==> config.mk <==
export PLATFORM = sky130hd
export DESIGN_NAME = mdio_mgmt_ctrl
export DESIGN_NICKNAME = d
export VERILOG_FILES = /design/src/rtl/mdio_pkg.sv /design/src/rtl/mdio_clkgen.sv /design/src/rtl/mdio_frame_shift.sv /design/src/rtl/mdio_mgmt_ctrl.sv
export SDC_FILE = /design/constraint.sdc
export NUM_CORES = 1
export LEC_CHECK = 0
export BUFFER_PORTS_ARGS = -buffer_cell sky130_fd_sc_hd__buf_2
export CORE_UTILIZATION = 40
export CTS_BUF_LIST = sky130_fd_sc_hd__clkbuf_8
export DETAILED_ROUTE_END_ITERATION = 16
export PLACE_DENSITY_LB_ADDON = 0.08
export SKIP_CTS_REPAIR_TIMING = 1
export SLEW_MARGIN = 20
export SYNTH_ARGS = -nofsm -noshare
export SYNTH_HDL_FRONTEND = slang
export SYNTH_SLANG_ARGS = --single-unit
export TNS_END_PERCENT = 100
==> constraint.sdc <==
create_clock -name clk -period 3.1 [get_ports clk]
set_input_delay 0.31 -clock clk [delete_from_list [all_inputs] [get_ports clk]]
set_output_delay 0.31 -clock clk [all_outputs]
set_load 0.005 [all_outputs]
==> src/rtl/mdio_pkg.sv <==
package mdio_pkg;
    localparam int PRE_BITS   = 32;
    localparam int WORD_BITS  = 32;
    localparam int FRAME_BITS = PRE_BITS + WORD_BITS;
    localparam int DATA_BITS  = 16;
    localparam int TA_BITS    = 2;
    localparam int IDX_W      = $clog2(FRAME_BITS);
    localparam int WIDX_W     = $clog2(WORD_BITS);
    localparam int TA_FIRST   = FRAME_BITS - DATA_BITS - TA_BITS;
    localparam int DATA_FIRST = FRAME_BITS - DATA_BITS;
    localparam int OP_HI      = WORD_BITS - 3;
    localparam logic [1:0] OP_READ = 2'b10;

    typedef struct packed {
        logic                 busy;
        logic                 rd;
        logic [IDX_W-1:0]     idx;
        logic [WORD_BITS-1:0] word;
        logic                 mdo;
        logic                 oe;
    } shift_st_t;
endpackage

==> src/rtl/mdio_clkgen.sv <==
module mdio_clkgen #(
    parameter int BASE_LOG2 = 3,
    parameter int SEL_W     = 2
) (
    input  logic             clk,
    input  logic             rst_n,
    input  logic             run,
    input  logic [SEL_W-1:0] sel,
    output logic             mdc,
    output logic             rise_tick,
    output logic             fall_tick
);
    localparam int CNT_W = BASE_LOG2 + (1 << SEL_W) - 1;

    typedef struct packed {
        logic [CNT_W-1:0] cnt;
        logic             mdc;
        logic [SEL_W-1:0] sel;
    } clk_st_t;

    clk_st_t cs_q, cs_d;
    logic [CNT_W:0] full_len;
    logic [CNT_W:0] half_len;

    always_comb begin
        full_len  = (CNT_W+1)'(1) << (BASE_LOG2 + int'(cs_q.sel));
        half_len  = full_len >> 1;
        rise_tick = run && ({1'b0, cs_q.cnt} == half_len - 1'b1);
        fall_tick = run && ({1'b0, cs_q.cnt} == full_len - 1'b1);
        cs_d = cs_q;
        if (!run) begin
            cs_d.cnt = '0;
            cs_d.mdc = 1'b0;
            cs_d.sel = sel;
        end else begin
            cs_d.cnt = fall_tick ? '0 : cs_q.cnt + 1'b1;
            if (rise_tick)
                cs_d.mdc = 1'b1;
            else if (fall_tick)
                cs_d.mdc = 1'b0;
        end
    end

    always_ff @(posedge clk or negedge rst_n) begin
        if (!rst_n)
            cs_q <= '0;
        else
            cs_q <= cs_d;
    end

    assign mdc = cs_q.mdc;

    // checker: length of the current high phase of MDC
    logic [CNT_W:0] hi_run_q;
    always_ff @(posedge clk or negedge rst_n) begin
        if (!rst_n)
            hi_run_q <= '0;
        else if (cs_q.mdc)
            hi_run_q <= hi_run_q + 1'b1;
        else
            hi_run_q <= '0;
    end

    assert_mdc_high_R2: assert property (@(posedge clk) disable iff (!rst_n)
        cs_q.mdc |-> (hi_run_q < half_len));
endmodule

==> src/rtl/mdio_frame_shift.sv <==
module mdio_frame_shift
    import mdio_pkg::*;
(
    input  logic                 clk,
    input  logic                 rst_n,
    input  logic                 en,
    input  logic                 start,
    input  logic [WORD_BITS-1:0] cmd_in,
    input  logic                 rise_tick,
    input  logic                 fall_tick,
    input  logic                 mdio_i,
    output logic                 busy,
    output logic [WORD_BITS-1:0] word,
    output logic                 mdo,
    output logic                 oe
);
    shift_st_t cs_q, cs_d;
    logic [IDX_W-1:0] pos;
    logic [IDX_W-1:0] nidx;
    logic [IDX_W-1:0] npos;

    always_comb begin
        cs_d = cs_q;
        pos  = IDX_W'(FRAME_BITS - 1) - cs_q.idx;
        nidx = cs_q.idx + 1'b1;
        npos = IDX_W'(FRAME_BITS - 1) - nidx;
        if (!cs_q.busy) begin
            if (start && en) begin
                cs_d.busy = 1'b1;
                cs_d.rd   = (cmd_in[OP_HI -: 2] == OP_READ);
                cs_d.idx  = '0;
                cs_d.word = cmd_in;
                cs_d.mdo  = 1'b1;
                cs_d.oe   = 1'b1;
            end
        end else if (!en) begin
            cs_d.busy = 1'b0;
            cs_d.oe   = 1'b0;
            cs_d.mdo  = 1'b1;
        end else begin
            if (rise_tick && cs_q.rd && (cs_q.idx >= IDX_W'(DATA_FIRST)))
                cs_d.word[pos[WIDX_W-1:0]] = mdio_i;
            if (fall_tick) begin
                if (cs_q.idx == IDX_W'(FRAME_BITS - 1)) begin
                    cs_d.busy = 1'b0;
                    cs_d.oe   = 1'b0;
                    cs_d.mdo  = 1'b1;
                end else begin
                    cs_d.idx = nidx;
                    cs_d.mdo = (nidx < IDX_W'(PRE_BITS)) ? 1'b1
                                                         : cs_q.word[npos[WIDX_W-1:0]];
                    cs_d.oe  = !(cs_q.rd && (nidx >= IDX_W'(TA_FIRST)));
                end
            end
        end
    end

    always_ff @(posedge clk or negedge rst_n) begin
        if (!rst_n) begin
            cs_q     <= '0;
            cs_q.mdo <= 1'b1;
        end else begin
            cs_q <= cs_d;
        end
    end

    assign busy = cs_q.busy;
    assign word = cs_q.word;
    assign mdo  = cs_q.mdo;
    assign oe   = cs_q.oe;

    assert_word_hold_R8: assert property (@(posedge clk) disable iff (!rst_n)
        (cs_q.busy && $past(cs_q.busy)) |-> $stable(cs_q.word[WORD_BITS-1:DATA_BITS]));

    assert_mdo_on_fall_R5: assert property (@(posedge clk) disable iff (!rst_n)
        (cs_q.busy && $past(cs_q.busy) && !$past(fall_tick)) |-> $stable(cs_q.mdo));

    assert_read_release_R6: assert property (@(posedge clk) disable iff (!rst_n)
        (cs_q.busy && cs_q.rd && (cs_q.idx >= IDX_W'(TA_FIRST))) |-> !cs_q.oe);

    assert_write_drive_R6: assert property (@(posedge clk) disable iff (!rst_n)
        (cs_q.busy && !cs_q.rd) |-> cs_q.oe);
endmodule

==> src/rtl/mdio_mgmt_ctrl.sv <==
module mdio_mgmt_ctrl
    import mdio_pkg::*;
(
    input  logic        clk,
    input  logic        rst_n,
    input  logic        mgmt_en,
    input  logic [1:0]  div_sel,
    input  logic        cmd_wr,
    input  logic [31:0] cmd_wdata,
    output logic [31:0] cmd_word,
    output logic        idle,
    output logic        mdc,
    output logic        mdio_o,
    output logic        mdio_oe,
    input  logic        mdio_i
);
    logic busy;
    logic rise_tick;
    logic fall_tick;
    logic clk_run;

    assign clk_run = busy && mgmt_en;

    mdio_clkgen #(
        .BASE_LOG2 (3),
        .SEL_W     (2)
    ) u_clkgen (
        .clk       (clk),
        .rst_n     (rst_n),
        .run       (clk_run),
        .sel       (div_sel),
        .mdc       (mdc),
        .rise_tick (rise_tick),
        .fall_tick (fall_tick)
    );

    mdio_frame_shift u_shift (
        .clk       (clk),
        .rst_n     (rst_n),
        .en        (mgmt_en),
        .start     (cmd_wr),
        .cmd_in    (cmd_wdata),
        .rise_tick (rise_tick),
        .fall_tick (fall_tick),
        .mdio_i    (mdio_i),
        .busy      (busy),
        .word      (cmd_word),
        .mdo       (mdio_o),
        .oe        (mdio_oe)
    );

    assign idle = !busy;

    assert_idle_quiet_R10: assert property (@(posedge clk) disable iff (!rst_n)
        idle |-> (!mdc && !mdio_oe));

    assert_enable_gate_R3: assert property (@(posedge clk) disable iff (!rst_n)
        !mgmt_en |=> idle);

    assert_abort_R9: assert property (@(posedge clk) disable iff (!rst_n)
        ($fell(mgmt_en) && !idle) |=> (idle && !mdc && !mdio_oe));
endmodule

# Word level (Yosys, flattened, before mapping)
# Index checks and enable logic that the tools add are counted.
# Widths: inputs -> output; s select.
# word_totals
register_bits	51
inputBits	39
elab_cells	72
# op_classes
n_mux	23
reduce_logical	15
eq_ne	10
bitwise_logic	1
n_shift	1
n_addsub	7
n_lt_le_gt_ge	6
# ops
cell	count
$mux 42	1
$mux 40	1
$mux 38	1
$bwmux 32	1
$mux 32	1
$shl 1x32->7 const A	1
$mux 6	3
$eq 6x7->1	2
$add 6x1->6 const B	2
$ge 6x6->1 const B	2
$lt 5x6->1 const B	2
$sub 5x5->5 const A	2
$mux 1	9
$logic_and 1x1->1	8
$ne 2x2->1 const B	4
$mux 7	1
$sub 6x1->7 const B	1
$sub 7x1->7 const B	1
$eq 6x6->1 const B	1
$lt 6x6->1 const B	1
$mux 2	3
$bmux 1 s5	1
$demux 1 s5	1
$ge 5x1->1 const B	1
10 further kinds	12

# Longest topological paths before layout
# depth
word_depth	10
ltp_mapped	9
ltp_nobuf	7

# By module
# Synthesis repeated with hierarchy kept, for this count alone.
# hier_totals
cells_unflattened	372
hier_area_um2	3365.7
# by_module_without_submodules
mod	cells_per_inst	instances	area_each_um2	seq_area_each_um2
mdio_frame_shift	315	1	2791.4	1052.3
mdio_clkgen	55	1	564.3	225.2
mdio_mgmt_ctrl	2	1	10.0	0.0

# Worst setup path after synthesis
# No wires, ideal clock.
# synth_path
path_type	reg-to-reg
startpoint	reg u_shift.cs_q[34] (netlist name)
endpoint	reg, netlist name u_shift.mdo
path_buffers	2
path_slack_ns	0.816
setup_ns	0.093
t_arrival_ns	2.192
path_stages_with_launch	10
synth_period_minus_slack_ns	2.284
cell_sequence	dfrtp_1 buf_6 buf_2 inv_1 ha_1 mux4_1 mux2_2 and3_4 a2111oi_4 a31oi_1
# synth_via
elab_chain_len	9
word_cells_on_any_way	11
cone_classes	2 x add/sub; 1 x order compare; 1 x eq/ne; 7 x mux
# synth_rtl
element	line_no	rtl
start: declaration	mdio_frame_shift.sv:17	shift_st_t cs_q, cs_d;
start signal: assignment	mdio_frame_shift.sv:63	cs_q <= cs_d;
$add 6x1->6	mdio_frame_shift.sv:25	nidx = cs_q.idx + 1'b1;
$sub 5x5->5	mdio_frame_shift.sv:26	npos = IDX_W'(FRAME_BITS - 1) - nidx;
$bmux 1 s5	mdio_frame_shift.sv:51	: cs_q.word[npos[WIDX_W-1:0]];
$mux 1 (not written as such)	mdio_frame_shift.sv:51	
$mux 1	mdio_frame_shift.sv:50	cs_d.mdo = (nidx < IDX_W'(PRE_BITS)) ? 1'b1
$mux 2 (*)	mdio_frame_shift.sv:44	if (cs_q.idx == IDX_W'(FRAME_BITS - 1)) begin
$mux 2 (*)	mdio_frame_shift.sv:43	if (fall_tick) begin
$mux 2 (*)	mdio_frame_shift.sv:36	end else if (!en) begin
$mux 40 (*)	mdio_frame_shift.sv:27	if (!cs_q.busy) begin
# Every way passes the cells marked *; elsewhere a longest branch is shown, timed or not. The select of a mux whose other input is x is not followed.
# A chain may end at the register's enable or synchronous reset.

# Worst setup path in the final report
# layout_path
startpoint	reg u_shift.cs_q[34] (netlist name)
endpoint	reg, netlist name u_shift.mdo
# layout_via
elab_chain_len	9
word_cells_on_any_way	11
cone_classes	2 x add/sub; 1 x order compare; 1 x eq/ne; 7 x mux
# layout_rtl
element	line_no
$add 6x1->6	mdio_frame_shift.sv:25
$sub 5x5->5	mdio_frame_shift.sv:26
$bmux 1 s5	mdio_frame_shift.sv:51
$mux 1 (not written as such)	mdio_frame_shift.sv:51
$mux 1	mdio_frame_shift.sv:50
$mux 2 (*)	mdio_frame_shift.sv:44
$mux 2 (*)	mdio_frame_shift.sv:43
$mux 2 (*)	mdio_frame_shift.sv:36
$mux 40 (*)	mdio_frame_shift.sv:27
# Marked as above.

==> results_dict.tcl <==
set metrics [dict create \
    status "finished, violations left" \
    violations "negative hold slack" \
    drc_errors 0 \
    numCtsBuffers 5 \
    drv_cap 0 \
    hold_slack_ps -17.2 \
    internal_power_mw 1.21 \
    combPwrFrac_pct 28.2 \
    synth_nets 440 \
    p_sw_uw 588 \
    gp_congestion 0.822 \
    antenna_found_initial 0 \
    fill_cells 784 \
    synth_top_family_by_area "simple AND/OR/NAND/NOR gates" \
    dr.pass1.iters 4 \
    grt_max_degree 35 \
    synth_compound_area_share_pct 12.3 \
    yosys_warnings 0 \
    grt_pass1_vias 2564 \
    cts_root_buf "clkbuf_8" \
    num_rows 32 \
    synthArstFlopShare_pct 100 \
    initial_utilization_pct 42.4 \
    multi_input_area_um2 1650 \
    fin_area_um2 3620 \
    cp-start-kind "register" \
    seqPwrFrac_pct 49.9 \
    yosys.area_share.simple_pct 24.2 \
    grt_overflow_total 0 \
    cp-end-kind "register" \
    die_h_um 93.5 \
    synth_fa_ha_area_share_pct 2.24 \
    vdd_ir_drop_max_mv 0.226 \
    hpwl_um 5860 \
    grtUsageTotal_pct 19.5 \
    crit_chain "inv_1 > ha_1 > mux4_1 > mux2_2 > and3_4 > a2111oi_4 > a31oi_1" \
    netlist_top_cells_area "dfrtp_1, nand2_1, buf_4, nor3_1, a211oi_1" \
    ant_nets 0 \
    num_io_pins 75 \
    cp.depth 7 \
    yosysSeqAreaShare_pct 38.2 \
    clk_pin_slew_ps 90 \
    yosys.area.top_type "dfrtp_1" \
    htree_levels 2 \
    synth.distinct_cells 49 \
    synth_edf_count 0 \
    seq_area_um2 1280 \
    crit_required_ps 3330 \
    max_stage_delay_ps 560 \
    synth_common_cells "nand2_1, dfrtp_1, buf_4" \
    rsz0062_at_grt "false" \
    cts.path.max_buffers 2 \
    period_needed_ps 2510 \
    placed_cells 518 \
    min_period_over_period_pct 80.9 \
    syn_avg_cell_area_um2 8.47 \
    cts.sinks 51 \
    p_clk_share_pct 21.9 \
    port_buffers 74 \
    viasPerCell 5.27 \
    synth.most_common_cell "nand2_1" \
    synth_top_area_share_pct 37.4 \
    synthMuxAreaShare_pct 7.18 \
    stdcell_count 525 \
    synth_seq_cells 51 \
    area_growth_pct 8.08 \
    r2r_cells 7 \
    first_iter_violations 163 \
    synth_area_um2 3350 \
    die_w_um 93.5 \
    insertion_delay_ps 310 \
    hold_class "primary input to asynchronous set/reset pin" \
    slew_viol_final 0 \
    path_class "register to register" \
    finalHoldViolations 10 \
    timing.fmax_ghz 0.399 \
    crit_arrival_ps 2740 \
    setup_viol 0 \
    placed_cell_area_um2 3530 \
    tightest_slew_ps 602 \
    wl_per_cell_um 15.2 \
    n_antenna_cell 0 \
    p_sw_share_pct 32.7 \
    cp_num_buf_inv 1 \
    ys.flop_type "dfrtp_1" \
    fin_tns_setup_ps 0 \
    relSlewSlack_pct 59.8 \
    finalClockSkew_ps 6.22 \
    p_per_area_nw_per_um2 497 \
    leakage_nw 1.75 \
    synth_xor_area_share_pct 3.40 \
    drive_gt1_share_pct 24.6 \
    grt_pass1_wl_um 13200 \
    dieArea_um2 8730 \
    syn_inst 395 \
    cts_tree "built" \
    cp_slowest_cell "dfrtp_1" \
    fp.coreArea_um2 7890 \
    path_max_fanout 12 \
    drt_wl_total_um 7970 \
    crit_family "multiplexers" \
    final_nets 468 \
    routed-via-count 2766 \
]
worst paths after layout:
kind | start | to | slack (ps)
min in group clk | cmd_wdata[17] | u_shift.word[17]$_DFFE_PN0P_ | 190
max | u_shift.cs_q[34]$_DFFE_PN0P_ | u_shift.mdo$_DFFE_PN1P_ | 590
max in group asynchronous | rst_n | u_shift.mdo$_DFFE_PN1P_ | 2320
max reg2reg | u_shift.cs_q[34]$_DFFE_PN0P_ | u_shift.mdo$_DFFE_PN1P_ | 590
min | rst_n | u_shift.word[1]$_DFFE_PN0P_ | -20
min reg2reg | u_clkgen.cs_q[3]$_DFF_PN0_ | u_clkgen.cs_q[3]$_DFF_PN0_ | 490
cell type report:
cell class | instances | share of cell area (%)
Multi-Input combinational cell | 274 | 45.7
Sequential cell | 51 | 35.3
Tap cell | 102 | 3.53
Clock buffer | 6 | 2.28
Timing Repair Buffer | 84 | 12.3
Clock inverter | 1 | 0.138
Inverter | 7 | 0.727
kinds of logic (layout without fill, tap and decap cells):
| group | after synthesis | in the layout |
|---|---|---|
| fa+ha+maj | 6 | 6 |
| buf+inv | 70 | 98 |
| compound gates | 57 | 57 |
| xor+xnor | 13 | 13 |
| mux | 16 | 16 |
| simple gates | 182 | 182 |
| flops | 51 | 51 |
power by group through the flow:
stage / logic (mW) / registers, mW / clock network (mW)
2_1_floorplan: 0.465 / 0.868 / 0
3_3_place_gp: 0.509 / 0.914 / 0
3_5_place_dp: 0.513 / 0.913 / 0
4_1_cts: 0.515 / 0.900 / 0.415
5_1_grt: 0.574 / 0.918 / 0.437
6_report: 0.506 / 0.897 / 0.393
state kept, by name (all words and copies together), names as in the netlist:
signal,count
u_shift.busy,1
u_shift.cs_q,7
u_clkgen.cs_q,8
u_clkgen.mdc,1
u_shift.oe,1
u_shift.mdo,1
u_shift.word,32
through the flow:
step                hold WS [ps]  worst slack, ps  power, mW  util (%)
CTS                        -1.35              557       1.83      45.8
finish                     -17.2              591       1.80      45.8
detailed placement           341              578       1.43      44.7
global placement             341              647       1.42      44.7
global route                32.6              419       1.93      45.8
floorplan                   14.4              816       1.33         -
worst reg2reg max path, delay by kind of cell, from the launching register on:
kind            cells  cell delay [ps]
flops               1              560
fa+ha+maj           1              530
compound gates      2              430
buf+inv             1              120
mux                 2              630
simple gates        1              180
per-layer routing:
layer  up-vias  global-route usage, %  share of wire, %
met2        88                   30.6                46
met4         0                   5.26               1.2
met1      1291                   27.5                48
met5         -                      0                 0
met3         8                   3.41               5.4
li1       1379                      -                 -
placed cells by master, fill, tap and decap left out, types with 2 or more instances in the layout:
cell type,n
inv_1,7
mux2i_1,6
clkbuf_8,6
nor2_1,11
mux2_2,5
mux4_2,2
nand3b_1,2
or2_2,2
a211oi_1,11
o21ai_0,10
o2111ai_1,3
and3b_1,2
nor3_1,17
a21oi_1,3
a31oi_1,2
dfrtp_1,50
nand4_1,2
ha_1,6
nand3_1,13
xor2_1,8
and3_1,2
mux4_1,3
nor4bb_1,2
buf_2,74
a21boi_0,3
o22ai_1,13
o211ai_1,4
buf_4,10
xnor2_1,5
nand2_1,119
nor2b_1,2
Power figures use the tool's default switching activity.
